## src/rtl/dma_seq_pkg.sv

```systemverilog
package dma_seq_pkg;
   typedef enum logic [1:0] {ST_IDLE, ST_RD, ST_WR, ST_FLY} seq_st_e;
   typedef enum logic [1:0] {PH_SETUP, PH_STROBE, PH_RELEASE} ph_e;
   typedef struct packed {
      logic dack_rd;
      logic dst_inc;
      logic src_inc;
      logic dir;
      logic single;
   } ctrl_t;
   localparam logic [1:0] SEL_CTRL = 2'd0;
   localparam logic [1:0] SEL_SRC  = 2'd1;
   localparam logic [1:0] SEL_DST  = 2'd2;
   localparam logic [1:0] SEL_CNT  = 2'd3;
endpackage

```

## src/rtl/dma_phase_ctr.sv

```systemverilog
module dma_phase_ctr
   import dma_seq_pkg::*;
(
   input  logic clk,
   input  logic rst_n,
   input  logic run,
   output ph_e  ph,
   output logic last
);
   always_ff @(posedge clk or negedge rst_n) begin
      if (!rst_n)
         ph <= PH_SETUP;
      else if (!run)
         ph <= PH_SETUP;
      else begin
         case (ph)
            PH_SETUP:  ph <= PH_STROBE;
            PH_STROBE: ph <= PH_RELEASE;
            default:   ph <= PH_SETUP;
         endcase
      end
   end

   assign last = run && (ph == PH_RELEASE);
endmodule

```

## src/rtl/dma_ptr_reg.sv

```systemverilog
module dma_ptr_reg #(
   parameter int W    = 26,
   parameter int STEP = 4
) (
   input  logic         clk,
   input  logic         rst_n,
   input  logic         load,
   input  logic [W-1:0] load_val,
   input  logic         bump,
   input  logic         inc_en,
   output logic [W-1:0] q
);
   localparam logic [W-1:0] STEP_W = W'(STEP);

   always_ff @(posedge clk or negedge rst_n) begin
      if (!rst_n)
         q <= '0;
      else if (load)
         q <= load_val;
      else if (bump && inc_en)
         q <= q + STEP_W;
   end
endmodule

```

## src/rtl/dma_cnt_reg.sv

```systemverilog
module dma_cnt_reg #(
   parameter int W = 16
) (
   input  logic         clk,
   input  logic         rst_n,
   input  logic         load,
   input  logic [W-1:0] load_val,
   input  logic         dec,
   output logic [W-1:0] q,
   output logic         zero,
   output logic         one
);
   localparam logic [W-1:0] ONE_W = W'(1);

   always_ff @(posedge clk or negedge rst_n) begin
      if (!rst_n)
         q <= '0;
      else if (load)
         q <= load_val;
      else if (dec && (q != '0))
         q <= q - ONE_W;
   end

   assign zero = (q == '0);
   assign one  = (q == ONE_W);
endmodule

```

## src/rtl/dma_cycle_seq.sv

```systemverilog
module dma_cycle_seq
   import dma_seq_pkg::*;
#(
   parameter int ADDR_W     = 26,
   parameter int DATA_W     = 32,
   parameter int CNT_W      = 16,
   parameter int XFER_BYTES = 4
) (
   input  logic              clk,
   input  logic              rst_n,
   input  logic              cfg_we,
   input  logic [1:0]        cfg_sel,
   input  logic [DATA_W-1:0] cfg_wdata,
   input  logic              dreq,
   input  logic [DATA_W-1:0] bus_rdata,
   output logic [ADDR_W-1:0] bus_addr,
   output logic [DATA_W-1:0] bus_wdata,
   output logic              bus_data_oe,
   output logic              bus_cs_n,
   output logic              bus_rd_n,
   output logic              bus_we_n,
   output logic              bus_dack_n,
   output logic              done
);
   localparam int CTRL_W = $bits(ctrl_t);
   localparam int N_PTR  = 2;

   generate
      if (ADDR_W < 2 || ADDR_W > DATA_W) begin : g_bad_addr
         $error("ADDR_W must lie between 2 and DATA_W");
      end
      if (CNT_W < 1 || CNT_W > DATA_W) begin : g_bad_cnt
         $error("CNT_W must lie between 1 and DATA_W");
      end
      if (DATA_W < CTRL_W) begin : g_bad_data
         $error("DATA_W too narrow for control word");
      end
      if (XFER_BYTES < 1) begin : g_bad_step
         $error("XFER_BYTES must be positive");
      end
   endgenerate

   seq_st_e           st_q;
   ctrl_t             ctrl_q;
   ph_e               ph;
   logic              cyc_last;
   logic              idle;
   logic              cfg_ok;
   logic              start;
   logic              xfer_end;
   logic [CNT_W-1:0]  cnt_q;
   logic              cnt_zero;
   logic              cnt_one;
   logic [DATA_W-1:0] buf_q;
   logic [ADDR_W-1:0] ptr_q [N_PTR];
   logic              use_src;
   logic              strobe;

   assign idle     = (st_q == ST_IDLE);
   assign cfg_ok   = cfg_we && idle;
   assign start    = idle && dreq && !cnt_zero;
   assign xfer_end = cyc_last && ((st_q == ST_WR) || (st_q == ST_FLY));

   dma_phase_ctr u_phase (
      .clk   (clk),
      .rst_n (rst_n),
      .run   (!idle),
      .ph    (ph),
      .last  (cyc_last)
   );

   always_ff @(posedge clk or negedge rst_n) begin
      if (!rst_n)
         ctrl_q <= '0;
      else if (cfg_ok && cfg_sel == SEL_CTRL)
         ctrl_q <= ctrl_t'(cfg_wdata[CTRL_W-1:0]);
   end

   always_ff @(posedge clk or negedge rst_n) begin
      if (!rst_n)
         st_q <= ST_IDLE;
      else begin
         case (st_q)
            ST_IDLE: if (start) st_q <= ctrl_q.single ? ST_FLY : ST_RD;
            ST_RD:   if (cyc_last) st_q <= ST_WR;
            default: if (cyc_last) st_q <= ST_IDLE;
         endcase
      end
   end

   always_ff @(posedge clk or negedge rst_n) begin
      if (!rst_n)
         buf_q <= '0;
      else if (st_q == ST_RD && ph == PH_STROBE)
         buf_q <= bus_rdata;
   end

   always_ff @(posedge clk or negedge rst_n) begin
      if (!rst_n)
         done <= 1'b0;
      else if (cfg_ok && cfg_sel == SEL_CNT)
         done <= 1'b0;
      else if (xfer_end && cnt_one)
         done <= 1'b1;
   end

   dma_cnt_reg #(.W(CNT_W)) u_cnt (
      .clk      (clk),
      .rst_n    (rst_n),
      .load     (cfg_ok && cfg_sel == SEL_CNT),
      .load_val (cfg_wdata[CNT_W-1:0]),
      .dec      (xfer_end),
      .q        (cnt_q),
      .zero     (cnt_zero),
      .one      (cnt_one)
   );

   generate
      for (genvar g = 0; g < N_PTR; g++) begin : g_ptr
         localparam logic [1:0] MY_SEL = (g == 0) ? SEL_SRC : SEL_DST;
         logic bump_g;
         logic inc_g;
         if (g == 0) begin : g_src
            assign bump_g = xfer_end && (!ctrl_q.single || ctrl_q.dir);
            assign inc_g  = ctrl_q.src_inc;
         end else begin : g_dst
            assign bump_g = xfer_end && (!ctrl_q.single || !ctrl_q.dir);
            assign inc_g  = ctrl_q.dst_inc;
         end
         dma_ptr_reg #(.W(ADDR_W), .STEP(XFER_BYTES)) u_ptr (
            .clk      (clk),
            .rst_n    (rst_n),
            .load     (cfg_ok && cfg_sel == MY_SEL),
            .load_val (cfg_wdata[ADDR_W-1:0]),
            .bump     (bump_g),
            .inc_en   (inc_g),
            .q        (ptr_q[g])
         );
      end
   endgenerate

   assign use_src     = (st_q == ST_RD) || (st_q == ST_FLY && ctrl_q.dir);
   assign strobe      = !idle && (ph == PH_STROBE);
   assign bus_cs_n    = idle;
   assign bus_addr    = idle ? '0 : (use_src ? ptr_q[0] : ptr_q[1]);
   assign bus_rd_n    = !(strobe && use_src);
   assign bus_we_n    = !(strobe && !use_src);
   assign bus_dack_n  = !((st_q == ST_FLY) ||
                          (st_q == ST_RD && ctrl_q.dack_rd) ||
                          (st_q == ST_WR && !ctrl_q.dack_rd));
   assign bus_data_oe = (st_q == ST_WR);
   assign bus_wdata   = bus_data_oe ? buf_q : '0;


   strobe_in_cs_chk: assert property (@(posedge clk) disable iff (!rst_n)
      (!bus_rd_n || !bus_we_n) |-> !bus_cs_n);

   one_strobe_chk: assert property (@(posedge clk) disable iff (!rst_n)
      bus_rd_n || bus_we_n);

   strobe_setup_chk: assert property (@(posedge clk) disable iff (!rst_n)
      ($fell(bus_rd_n) || $fell(bus_we_n)) |-> $past(!bus_cs_n));

   start_gate_chk: assert property (@(posedge clk) disable iff (!rst_n)
      $fell(bus_cs_n) |-> ($past(dreq) && $past(!cnt_zero)));

   fly_dack_chk: assert property (@(posedge clk) disable iff (!rst_n)
      (st_q == ST_FLY) |-> (bus_dack_n == bus_cs_n && !bus_data_oe));

   rd_dack_chk: assert property (@(posedge clk) disable iff (!rst_n)
      (st_q == ST_RD && ctrl_q.dack_rd) |-> (bus_dack_n == bus_cs_n));

   done_idle_chk: assert property (@(posedge clk) disable iff (!rst_n)
      $rose(done) |-> (idle && cnt_zero));
endmodule

```

## config.mk

```make
export PLATFORM = sky130hd
export DESIGN_NAME = dma_cycle_seq
export DESIGN_NICKNAME = d
export VERILOG_FILES = /design/src/rtl/dma_seq_pkg.sv /design/src/rtl/dma_phase_ctr.sv /design/src/rtl/dma_ptr_reg.sv /design/src/rtl/dma_cnt_reg.sv /design/src/rtl/dma_cycle_seq.sv
export SDC_FILE = /design/constraint.sdc
export NUM_CORES = 1
export LEC_CHECK = 0
export ABC_AREA = 0
export BUFFER_PORTS_ARGS = -buffer_cell sky130_fd_sc_hd__buf_2
export CORE_MARGIN = 1
export CORE_UTILIZATION = 38
export DETAILED_ROUTE_END_ITERATION = 8
export GPL_ROUTABILITY_DRIVEN = 0
export GPL_TIMING_DRIVEN = 0
export SLEW_MARGIN = 30
export SYNTH_ARGS = -nofsm -noshare
export SYNTH_HDL_FRONTEND = slang
export SYNTH_SLANG_ARGS = --single-unit
```

## constraint.sdc

```tcl
create_clock -name clk -period 1.9 [get_ports clk]
set_clock_uncertainty 0.1 [all_clocks]
set_input_delay 0.38 -clock clk [delete_from_list [all_inputs] [get_ports clk]]
set_output_delay 0.38 -clock clk [all_outputs]
set_load 0.05 [all_outputs]
```

==> results.rst, run 1 <==
.. list-table::
   :header-rows: 1

   * - Metric
     - Value
   * - Result of the run
     - complete, but fails checks
   * - Violated checks
     - setup timing
   * - Clock transition at the registers of the reported paths
     - around 0.080 ns
   * - Hold Crit Start
     - bus_rdata[22]
   * - Routed wirelength normalized by instance count
     - 21.7 um
   * - Hold depth
     - 2
   * - Post-synthesis cell type with the largest combined area
     - dfrtp_1
   * - Measured slew at the worst slew-check pin
     - between 0.4 and 0.5 ns
   * - Number of nets with antenna violations after detailed routing
     - 0
   * - Via count normalized by instance count
     - 5.95
   * - Clock buffer count from CTS
     - 9
   * - DIE HEIGHT
     - 129 um
   * - Max stage delay cell, worst path
     - dfrtp_1
   * - Highest fanout seen on the critical path
     - 6
   * - Fin worst setup slack
     - -0.502 ns
   * - Post-synth EDFFs
     - 0
   * - Overflow after GRT
     - 0
   * - Worst Setup Start Kind
     - register
   * - Top area cells in the synthesized netlist
     - dfrtp_1 (45%), nand2_1 (8.7%), mux2_2 (6.8%)
   * - Crit path capture type
     - output pin
   * - Cell area after synthesis
     - 6110 um^2
   * - Areal power density over the cells
     - 1880 nW/um^2
   * - Area Overhead vs Synth
     - 73.6%
   * - Path type of the worst setup path
     - register to output pin
   * - Total design power
     - roughly 20 mW
   * - Final Hold Vio Count
     - 0
   * - Net total in the final layout
     - 984
   * - CTS tree
     - built
   * - Peak VDD IR
     - 0.000980 V
   * - Slew margin rel.
     - 67.3%
   * - Fin crit share
     - 126%
   * - Share of synthesized area occupied by flip-flops and latches
     - a little under half
   * - Hold/Removal Path Class
     - primary input to register
   * - End point of the most critical hold path
     - buf_q[22]
   * - Cell at the root of the clock tree
     - clkbuf_16
   * - Slowest stage delay, CP
     - 0.39 ns
   * - Top-level port count
     - 134
   * - Number of iterations in the first detailed-routing pass
     - 5
   * - Number of clock sinks
     - 110
   * - Netlist cell types
     - 57
   * - Clock network latency to the later pin of the worst-skew pair
     - 0.36 ns
   * - Post-synthesis area per instance
     - roughly 9.0 um^2
   * - Share of final-layout standard cells stronger than drive strength 1
     - 59.1%
   * - Global-route usage over all layers
     - between 20% and 30%
   * - Number of cell instances on the worst register-to-register path
     - 11
   * - Antenna diode count
     - 0
   * - Reg-to-Reg Start
     - st_q[1]
   * - Vias in the first global route
     - 6199
   * - Max Slew Vio Count
     - 0
   * - Cell count after synthesis
     - around 680
   * - Number of synthesized register bits
     - 110
   * - Total wire length
     - 24400 um
   * - Most repeated library cell on the critical path
     - buf_6
   * - Die ar.
     - 16600 um^2
   * - Routed vias
     - 6697
   * - Most common flop cell mapped by yosys
     - dfrtp_1
   * - Int Pwr
     - 10.4 mW
   * - Number of cells in the finished layout apart from fillers
     - 1126
   * - WP data required
     - 1.42 ns
   * - Switching power as a share of total power
     - 47.8%
   * - Max frequency
     - 0.416 GHz
   * - Post-route cell area
     - roughly 11000 um^2
   * - Worst Path Arrival
     - around 1.9 ns
   * - Proportion of power drawn by combinational gates
     - between 60% and 70%
   * - Final Critical Period
     - 2.40 ns
   * - Share of synthesized flip-flops with an asynchronous set or reset
     - 100%
   * - RSZ-0062 raised after global routing
     - true
   * - Max-cap check violation count
     - 0
   * - # DRC
     - 0
   * - Cell area after placement
     - 7400 um^2
   * - Final setup violating endpoints
     - 135
   * - Width of the chip
     - 129 um
   * - Deepest level of the CTS H-tree
     - 3
   * - Initial standard-cell utilization of the core
     - 39.6%
   * - Antenna violations before repair
     - 0
   * - Number of buffer cells added on primary ports
     - 127
   * - Capture point of the worst reg-to-reg path
     - g_ptr[1].u_ptr.q[7]
   * - Part of the power in the clock network
     - 9.7%
   * - Clk buf depth
     - 2
   * - Largest net degree at the start of global routing
     - 75
   * - FF-to-FF setup slack
     - -0.40 ns
   * - Crit-path cells
     - buf_6 > clkinvlp_4 > o21ai_4 > buf_6 > buf_8 > buf_8 > buf_6 > o21ai_4 > buf_6
   * - Number of warning messages in the yosys log
     - 0
   * - Site Rows
     - 45
   * - Switching pwr
     - about 9.5 mW
   * - Placed insts
     - just over 1000
   * - Iteration-0 DRC count of the detailed router
     - 493
   * - Sequential group share of total power
     - 25.3%
   * - Wire length of the first global-routing pass
     - 32700 um
   * - Net Count, Synth
     - 751
   * - Total leakage power
     - approximately 4.6 nW
   * - HPWL reported at the end of detailed placement
     - 14600 um
   * - Placeable core area
     - 15400 um^2
   * - Yosys top cell area share
     - 45.1%
timing repair:
| action | CTS | global route |
|---|---|---|
| hold buffers | 1 | 0 |
| endpoints found under the hold margin | 36 | 0 |
| pin swaps | 49 | 70 |
| endpoints found under the setup margin | 169 | 165 |
| gates cloned | 7 | 11 |
| buffers inserted | 50 | 39 |
| resized for setup | 255 | 378 |
cell families after synthesis:
group / Yosys count / share of synthesized area, %
xor+xnor: 12 / 1.72
flops: 110 / 45.1
simple gates: 329 / 26.5
buf+inv: 50 / 3.50
mux: 39 / 7.15
fa+ha+maj: 4 / 0.819
compound gates: 133 / 15.2
cell type report:
type	instances	area, um^2
well taps	211	264
plain buffers	31	394
clock inverters	6	61.3
flip-flops and latches	110	2760
inverters	9	37.5
fillers	1074	4820
repair buffers	231	2410
clock buffers	10	239
multi-input cells	518	4440
metrics by stage:
stage | hold WS (ns) | worst slack [ns] | TNS, ns | util, %
CTS | 0.139 | -0.468 | -28.26 | 58.1
global placement | 0.364 | -1.02 | -150.04 | 47.7
detailed placement | 0.173 | -0.487 | -40.21 | 48.0
global route | 0.143 | -0.566 | -45.26 | 68.8
floorplan | -0.0156 | -0.223 | -3.99 | -
finish | 0.146 | -0.502 | -37.15 | 68.8
power groups by stage:
stage	clock [mW]	combinational, mW	sequential (mW)
detailed placement	0	8.15	4.66
global route	2.05	13.5	5.18
finish	1.93	12.9	5.05
floorplan	0	6.48	4.34
CTS	1.97	10.3	4.71
global placement	0	8.01	4.60
registers in the layout, summed over array words and instances, names as in the netlist:
register / flops
g_ptr.inc_g: 2
u_phase.ph: 2
ctrl_q: 3
done: 1
u_cnt.q: 16
st_q: 2
buf_q: 32
g_ptr.u_ptr.q: 52
cells in the final DEF, fill, tap and decap left out, types with 5 or more instances in the layout:
cell type and n:
buf_12 5, a31oi_1 7, a221o_1 8, a21oi_1 6, o211ai_1 27, a21o_1 5
o21ai_2 17, clkbuf_16 18, dfrtp_1 102, nand3_2 12, nand3_1 25, a21oi_4 7
nor3_1 7, buf_4 44, inv_1 6, nand4_1 15, o21ai_1 8, nor4_4 5
nor2_4 8, buf_6 66, buf_8 62, nand2_2 35, nand3_4 13, o21ai_4 5
dfrtp_2 8, xor2_1 8, and2_4 33, nand2_1 68, buf_2 67, o311ai_1 15
nor2_1 20, nand2_4 38, mux2_2 33
worst max path at each step:
stage,from,to,cells past startpoint,slack [ns]
finish,st_q[1],bus_addr[13],9,-0.50
detailed placement,st_q[1],bus_addr[15],7,-0.49
global route,st_q[1],bus_addr[21],7,-0.57
CTS,st_q[1],bus_wdata[16],6,-0.47
global placement,rst_n,g_ptr[1].u_ptr.q[22],1,-1.02
floorplan,st_q[1],bus_addr[21],6,-0.22
critical path, delay by kind of cell, from the launching register on:
kind	cells	cell delay (ns)
AOI/OAI and AO/OA	2	0.22
buffers and inverters	7	0.94
DFF	1	0.39
Yosys cell counts, types with 8 or more instances:
master      n
nor2_1     30
o21ai_0    32
nand3_1    47
and2_1     33
dfrtp_1   110
a31oi_1     8
buf_2      12
a221o_1     8
o211ai_1   27
xor2_1      8
nand4_1    15
clkbuf_1   24
o311ai_0   19
mux2_2     37
a21oi_1    13
nor3_1     11
inv_1       9
nand2_1   142
routing by layer:
layer  up-vias  wire length, um  track usage [%]
met4         0             1330             10.9
li1       2942                -                -
met3       111             1610             3.53
met2       355            12300             45.3
met5         -                0                0
met1      3289             9200             32.2
Note: power is estimated with default switching activity, not from simulation.
==> run 2, diff against run 1 <==
--- a/config.mk
+++ b/config.mk
@@ -12,7 +12,9 @@
 export DETAILED_ROUTE_END_ITERATION = 8
 export GPL_ROUTABILITY_DRIVEN = 0
 export GPL_TIMING_DRIVEN = 0
+export REMOVE_ABC_BUFFERS = 1
 export SLEW_MARGIN = 30
 export SYNTH_ARGS = -nofsm -noshare
 export SYNTH_HDL_FRONTEND = slang
+export SYNTH_HIERARCHICAL = 1
 export SYNTH_SLANG_ARGS = --single-unit
==> run 2 against run 1 <==
Effect of this change: the run still ends with setup timing left; utilization decreased by 12 points; critical path depth unchanged; die area increased by 4.9%; critical path type is now register to register; largest power group unchanged; highest routed layer unchanged.
==> results.rst, run 2 <==
.. list-table::
   :header-rows: 1

   * - Metric
     - Value
   * - Worst slack at placement
     - -1.76 ns
   * - Largest family of logic cells by synthesized area
     - simple AND/OR/NAND/NOR gates
   * - Measured slew at the worst slew-check pin
     - 0.668 ns
   * - Simple-gate area share of the yosys netlist
     - around 23%
   * - Crit-path cells
     - nor2_4 > inv_2 > and3b_2 > nand2_4 > a21oi_4 > nand4_4 > or4_4 > or4_4 > a31oi_1
   * - Slowest stage delay, CP
     - 0.61 ns
   * - Most repeated library cell on the critical path
     - or4_4
   * - Worst Setup Start Kind
     - register
   * - Antenna violations before repair
     - 0
   * - Footprint of the multi-input gates
     - 4050 um^2
   * - Buffer and inverter count on the worst path
     - 1
   * - Number of cells in the finished layout apart from fillers
     - 1082
   * - Hold/Removal Path Class
     - primary input to register
   * - Initial standard-cell utilization of the core
     - 38.8%
   * - Largest registers in the final layout
     - g_ptr.u_ptr/q x52, buf_q x32, u_cnt/q x16
   * - Max-cap check violation count
     - 0
   * - Fin worst setup slack
     - -0.660 ns
   * - Max reg flops
     - 52
   * - Wire length of the first global-routing pass
     - 30300 um
   * - Proportion of power drawn by combinational gates
     - 62.5%
   * - HPWL reported at the end of detailed placement
     - ~12000 um
   * - Top area cells in the synthesized netlist
     - dfrtp_1 (43%), mux2_2 (6.9%), o21ai_0 (5.2%)
   * - Site Rows
     - 47
   * - Number of buffer cells added on primary ports
     - 127
   * - Share of synthesized area occupied by flip-flops and latches
     - a little over two fifths
   * - Top-level port count
     - 134
   * - Post-synthesis area per instance
     - 9.51 um^2
   * - Post-synthesis cell type with the largest combined area
     - dfrtp_1
   * - Global-route usage over all layers
     - 22.3%
   * - Clock transition at the registers of the reported paths
     - 0.09 ns
   * - Final Critical Period
     - about 2.6 ns
   * - Total wire length
     - 19600 um
   * - Area used by sequential logic in the layout
     - between 2000 and 3000 um^2
   * - Int Pwr
     - 9.18 mW
   * - Share of synthesized flip-flops with an asynchronous set or reset
     - 100%
   * - Share of synthesized area spent on multiplexers
     - 7.67%
   * - Width of the chip
     - between 100 and 150 um
   * - Number of nets with antenna violations after detailed routing
     - 0
   * - Number of iterations in the first detailed-routing pass
     - 5
   * - Cell area after synthesis
     - 6410 um^2
   * - Areal power density over the cells
     - 1920 nW/um^2
   * - Post-Synth XOR/XNOR Area
     - 3.42%
   * - Max Slew Vio Count
     - 0
   * - CTS tree
     - built
   * - Post-synthesis compound-gate area fraction
     - 15.9%
   * - Worst Path Arrival
     - 2.73 ns
   * - Slew margin rel.
     - between 50 and 60%
   * - Fin crit share
     - 135%
   * - Post-route cell area
     - 9430 um^2
   * - # DRC
     - 0
   * - Number of synthesized register bits
     - 110
   * - Peak VDD IR
     - about 0.0011 V
   * - Crit path capture type
     - register
   * - Iteration-0 DRC count of the detailed router
     - 379
   * - WP data required
     - 2.07 ns
   * - Total design power
     - 18.1 mW
   * - Switching pwr
     - 8.93 mW
   * - Antenna diode count
     - 0
   * - Final setup violating endpoints
     - 156
   * - Path type of the worst setup path
     - register to register
   * - Most common cell after layout, fill and taps aside
     - dfrtp_1
   * - Number of filler cells placed in the layout
     - 1409
   * - Vias in the first global route
     - ~5700
   * - Cell count after synthesis
     - 674
   * - Area Overhead vs Synth
     - 47.1%
   * - Yosys top cell area share
     - 42.9%
   * - Clk buf depth
     - 2
   * - Share of final-layout standard cells stronger than drive strength 1
     - 45.7%
   * - RSZ-0062 raised after global routing
     - true
   * - Number of clock sinks
     - 110
   * - Total leakage power
     - 3.96 nW
   * - Final Hold Vio Count
     - 0
   * - Result of the run
     - complete, but fails checks
   * - Hold Worst Slack
     - 0.142 ns
   * - Most frequent cells in the layout
     - dfrtp_1 (106), buf_6 (73), buf_2 (63)
   * - DIE HEIGHT
     - approximately 130 um
   * - Count leader, synth
     - dfrtp_1
   * - Most common flop cell mapped by yosys
     - dfrtp_1
   * - Part of the power in the clock network
     - 10.7%
   * - Routed vias
     - ~6000
   * - Number of warning messages in the yosys log
     - 6
   * - Cell area after placement
     - 7240 um^2
   * - Clock network latency to the later pin of the worst-skew pair
     - 0.37 ns
   * - Placeable core area
     - 16500 um^2
   * - Most flops, register
     - g_ptr.u_ptr/q
   * - Max frequency
     - 0.391 GHz
   * - Top cells by instance count after synthesis
     - dfrtp_1 (110), o21ai_0 (67), nand2_1 (52), inv_1 (45), mux2_2 (39)
   * - Cell at the root of the clock tree
     - clkbuf_16
   * - Post-synth EDFFs
     - 0
   * - Deepest level of the CTS H-tree
     - 3
   * - Netlist cell types
     - 64
   * - Placed insts
     - 996
   * - Routed wirelength normalized by instance count
     - 18.1 um
   * - Via count normalized by instance count
     - between 5 and 6
   * - Violated checks
     - setup timing
   * - Die ar.
     - approximately 17000 um^2
   * - Sequential group share of total power
     - 26.8%
   * - Kind of cell adding the most delay to the critical path
     - simple AND/OR/NAND/NOR gates
   * - Largest net degree at the start of global routing
     - approximately 70
   * - Net total in the final layout
     - 931
   * - Max stage delay cell, worst path
     - or4_4
   * - Clock buffer count from CTS
     - 9
   * - Synthesized-area fraction occupied by adder cells
     - less than 1%
   * - Switching power as a share of total power
     - between 40% and 50%
   * - Highest fanout seen on the critical path
     - 5
   * - Overflow after GRT
     - 0
==> run 2: cell types whose count changed after synthesis, moves of 19 or more <==
cell	before	now
o21ai_0	32	67
nand2_1	142	52
nand3_1	47	21
o311ai_0	19	0
a31oi_1	8	29
inv_1	9	45
==> run 2: per-stage QoR <==
stage / util, % / TNS (ns)
after global placement: 43.0 / -436.14
after detailed placement: 43.8 / -134.54
after floorplan: - / -205.71
after CTS: 54.3 / -56.91
final: 57.1 / -52.82
after global routing: 57.1 / -62.62
==> run 2: kinds of logic (layout without fill, tap and decap cells) <==
kind of cell | Yosys count | after routing
and+or+nand+nor | 248 | 250
muxes | 44 | 44
buffers and inverters | 82 | 266
AOI/OAI and AO/OA | 161 | 163
DFF | 110 | 110
xor gates and xnor gates | 25 | 25
adders and majority gates | 4 | 4
==> run 2: worst paths after layout <==
path | start | endpoint | slack, ns | cells after the start
min in group asynchronous | rst_n | buf_q[9] | 0.39 | 2
max reg2reg | st_q[0] | g_ptr[1].u_ptr/q[23] | -0.66 | 9
max in group asynchronous | rst_n | st_q[1] | 0.63 | 3
max | st_q[0] | g_ptr[1].u_ptr/q[23] | -0.66 | 9
min | bus_rdata[21] | buf_q[21] | 0.14 | 2
min reg2reg | buf_q[21] | buf_q[21] | 0.40 | 1
==> run 2: cell type report <==
cell class	instances	share of cell area [%]
clock inverter	7	0.809
multi-input combinational	486	42.9
inverter	47	2.04
tap	220	2.92
timing repair inverter	3	0.239
clock buffer	9	2.39
sequential	110	29.3
timing repair buffer	200	19.4
==> run 2: per-layer routing <==
metal	GRT usage [%]	wire length (um)	share of wire, %	vias up
met3	3.08	729	3.7	19
met2	37.2	9990	51	154
met4	7.88	304	1.6	0
met1	29.5	8580	44	2885
met5	0	0	0	-
li1	-	-	-	2829
==> run 2: what timing repair did <==
item | in CTS | in global routing
hold endpoints to repair | 39 | 0
setup buffers | 47 | 17
pin swaps | 50 | 27
setup endpoints to repair | 171 | 167
resized for setup | 291 | 77
hold buffers | 1 | 0
cloned | 7 | 2
==> run 2: power groups by stage <==
stage	registers (mW)	clock network, mW	logic (mW)
global route	5.05	2.08	11.9
detailed placement	4.86	0	7.60
global placement	4.81	0	7.45
finish	4.86	1.93	11.3
CTS	4.76	2.00	10.7
floorplan	4.51	0	5.83
==> run 3, diff against run 2 <==
==> constraint.sdc (replaced) <==
create_clock -name clk -period 3.2 [get_ports clk]
set_clock_uncertainty 0.1 [all_clocks]
set_input_delay 0.64 -clock clk [delete_from_list [all_inputs] [get_ports clk]]
set_output_delay 0.64 -clock clk [all_outputs]
set_load 0.05 [all_outputs]
==> run 3 against run 2 <==
Effect of this change: the run now ends clean; sequential share of layout area up 7.1 points; worst hold slack worse by 0.098 ns; clock-buffer cell count unchanged; setup slack better by 0.87 ns; first-iteration DRC count down 9.2%; utilization down 11 points; combinational power down 59%; via count down 8.9%; register-to-register slack better by 0.87 ns; routed wire length down 16%; critical path type unchanged; critical endpoint is now g_ptr[0].u_ptr/q[21]; highest routed layer unchanged.
==> results.rst, run 3 (same netlist as run 2, synthesis figures left out) <==
.. list-table::
   :header-rows: 1

   * - Metric
     - Value
   * - Top-level port count
     - about 130
   * - Final setup violating endpoints
     - 0
   * - GR Util met3
     - 3.19%
   * - WP data required
     - around 3.4 ns
   * - Part of the power in the clock network
     - 13.4%
   * - Result of the run
     - complete, no violations
   * - Via count normalized by instance count
     - between 5 and 6
   * - Routed wirelength normalized by instance count
     - 16.2 um
   * - Final Critical Period
     - 2.99 ns
   * - Most flops, register
     - g_ptr.u_ptr/q
   * - Crit path capture type
     - register
   * - Int Pwr
     - 4.06 mW
   * - Antenna diode count
     - 0
   * - Die ar.
     - 17400 um^2
   * - Most common cell after layout, fill and taps aside
     - buf_2
   * - Routed vias
     - 5365
   * - Final Hold Vio Count
     - 0
   * - Final Core Density
     - about 46%
   * - DIE HEIGHT
     - 132 um
   * - Areal power density over the cells
     - 1120 nW/um^2
   * - Total wire length
     - about 16000 um
   * - Hold-fix buffer count after cts
     - 0
   * - CTS tree
     - built
   * - Slew margin rel.
     - 54.3%
   * - Post-route cell area
     - between 7000 and 8000 um^2
   * - Number of nets with antenna violations after detailed routing
     - 0
   * - Clk buf depth
     - 2
   * - Overflow after GRT
     - 0
   * - Met2 Usage GRT
     - ~31%
   * - Max reg flops
     - 52
   * - Max-cap check violation count
     - 0
   * - RSZ-0062 raised after global routing
     - false
   * - Path type of the worst setup path
     - register to register
   * - Footprint of the multi-input gates
     - 3300 um^2
   * - Site Rows
     - 47
   * - Iteration-0 DRC count of the detailed router
     - 344
   * - Worst Setup Start Kind
     - register
   * - Total leakage power
     - 3.20 nW
   * - Switching pwr
     - 4.46 mW
   * - Placeable core area
     - ~17000 um^2
   * - Highest fanout seen on the critical path
     - 13
   * - Measured slew at the worst slew-check pin
     - 0.685 ns
   * - Global-route usage over all layers
     - approximately a fifth
   * - Number of iterations in the first detailed-routing pass
     - 5
   * - HPWL reported at the end of detailed placement
     - roughly 12000 um
   * - Antenna violations before repair
     - 0
   * - Clock transition at the registers of the reported paths
     - 0.09 ns
   * - Clock buffer count from CTS
     - 9
   * - Most utilized layer in the global route result
     - met2
   * - Number of filler cells placed in the layout
     - 1656
   * - Fin crit share
     - between 90% and 100%
   * - Share of final-layout standard cells stronger than drive strength 1
     - 29.8%
   * - Clock network latency to the later pin of the worst-skew pair
     - 0.36 ns
   * - Most frequent cells in the layout
     - buf_2 (126), dfrtp_1 (108), o21ai_0 (67)
   * - Vias in the first global route
     - roughly 5000
   * - Cell at the root of the clock tree
     - clkbuf_16
   * - Cell area after placement
     - 7240 um^2
   * - Largest registers in the final layout
     - g_ptr.u_ptr/q x52, buf_q x32, u_cnt/q x16
   * - Worst Path Arrival
     - 3.17 ns
   * - Peak VDD IR
     - about 0.00056 V
   * - Wire length of the first global-routing pass
     - 26500 um
   * - Number of clock sinks
     - 110
   * - Max frequency
     - roughly 0.33 GHz
   * - Area used by sequential logic in the layout
     - 2760 um^2
   * - Area Overhead vs Synth
     - 18.3%
   * - Largest net degree at the start of global routing
     - 72
   * - Initial standard-cell utilization of the core
     - between 30% and 40%
   * - Net total in the final layout
     - 863
   * - Switching power as a share of total power
     - a little over half
   * - Max Slew Vio Count
     - 0
   * - Width of the chip
     - between 100 and 150 um
   * - M1 GR Usage
     - 26.2%
   * - Number of buffer cells added on primary ports
     - 127
   * - Deepest level of the CTS H-tree
     - 3
   * - Proportion of power drawn by combinational gates
     - between 50 and 60%
   * - # DRC
     - 0
   * - Hold/Removal Path Class
     - primary input to async pin
   * - Sequential group share of total power
     - 32.8%
[run 3: worst max-delay path, stage by stage (launching register included)]
cell and delay (ns):
dfrtp_2 0.45, nor2_2 0.08, inv_2 0.13, and3b_1 0.23, nand2_1 0.12, a21oi_2 0.26, nand4_2 0.19, or4_4 0.66
or4_1 0.50, a31oi_1 0.19
[run 3: routing by layer]
| metal | part of all wire (%) | vias to the layer above |
|---|---|---|
| met5 | 0 | - |
| met4 | 1.7 | 0 |
| li1 | - | 2674 |
| met1 | 46 | 2544 |
| met3 | 4.3 | 19 |
| met2 | 48 | 128 |
[run 3: timing repair]
item | CTS | global route
buffers inserted | 2 | 0
endpoints found under the setup margin | 52 | 21
resized for setup | 4 | 3
pin swaps | 0 | 0
[run 3: path summary, 6_finish.rpt]
kind                       cells past startpoint  slack, ns                   end       from
max in group asynchronous                      2       2.28  g_ptr[1].u_ptr/q[10]      rst_n
min in group clk                               1       0.38             buf_q[18]  buf_q[18]
min reg2reg                                    1       0.38             buf_q[18]  buf_q[18]
max                                            9       0.21  g_ptr[0].u_ptr/q[21]    st_q[0]
max reg2reg                                    9       0.21  g_ptr[0].u_ptr/q[21]    st_q[0]
min                                            1       0.04              buf_q[8]      rst_n
[run 3: area by class of cell]
| class | instances | share of cell area, % |
|---|---|---|
| inverter | 47 | 2.33 |
| sequential | 110 | 36.4 |
| clock buffer | 9 | 2.97 |
| multi-input combinational | 482 | 43.5 |
| timing repair buffer | 139 | 10.2 |
| tap | 220 | 3.63 |
| clock inverter | 7 | 1.01 |
[run 3: power by group through the flow]
stage	clock (mW)	sequential [mW]	combinational (mW)
after CTS	1.19	2.79	4.63
final	1.14	2.80	4.58
after global placement	0	2.86	4.42
after floorplan	0	2.68	3.46
after detailed placement	0	2.88	4.51
after global routing	1.23	2.92	4.93
[run 3: per-stage QoR]
step / hold WS [ns] / std cells / TNS, ns / worst slack [ns] / power [mW]
floorplan: 0.244 / 639 / -38.21 / -0.974 / 6.14
global placement: 0.361 / 986 / -124.01 / -2.41 / 7.28
detailed placement: 0.367 / 996 / -7.17 / -0.459 / 7.39
CTS: 0.0441 / 1014 / 0 / 0.00665 / 8.61
global route: 0.0507 / 1014 / 0 / 0.0292 / 9.07
finish: 0.0433 / 1014 / 0 / 0.209 / 8.52
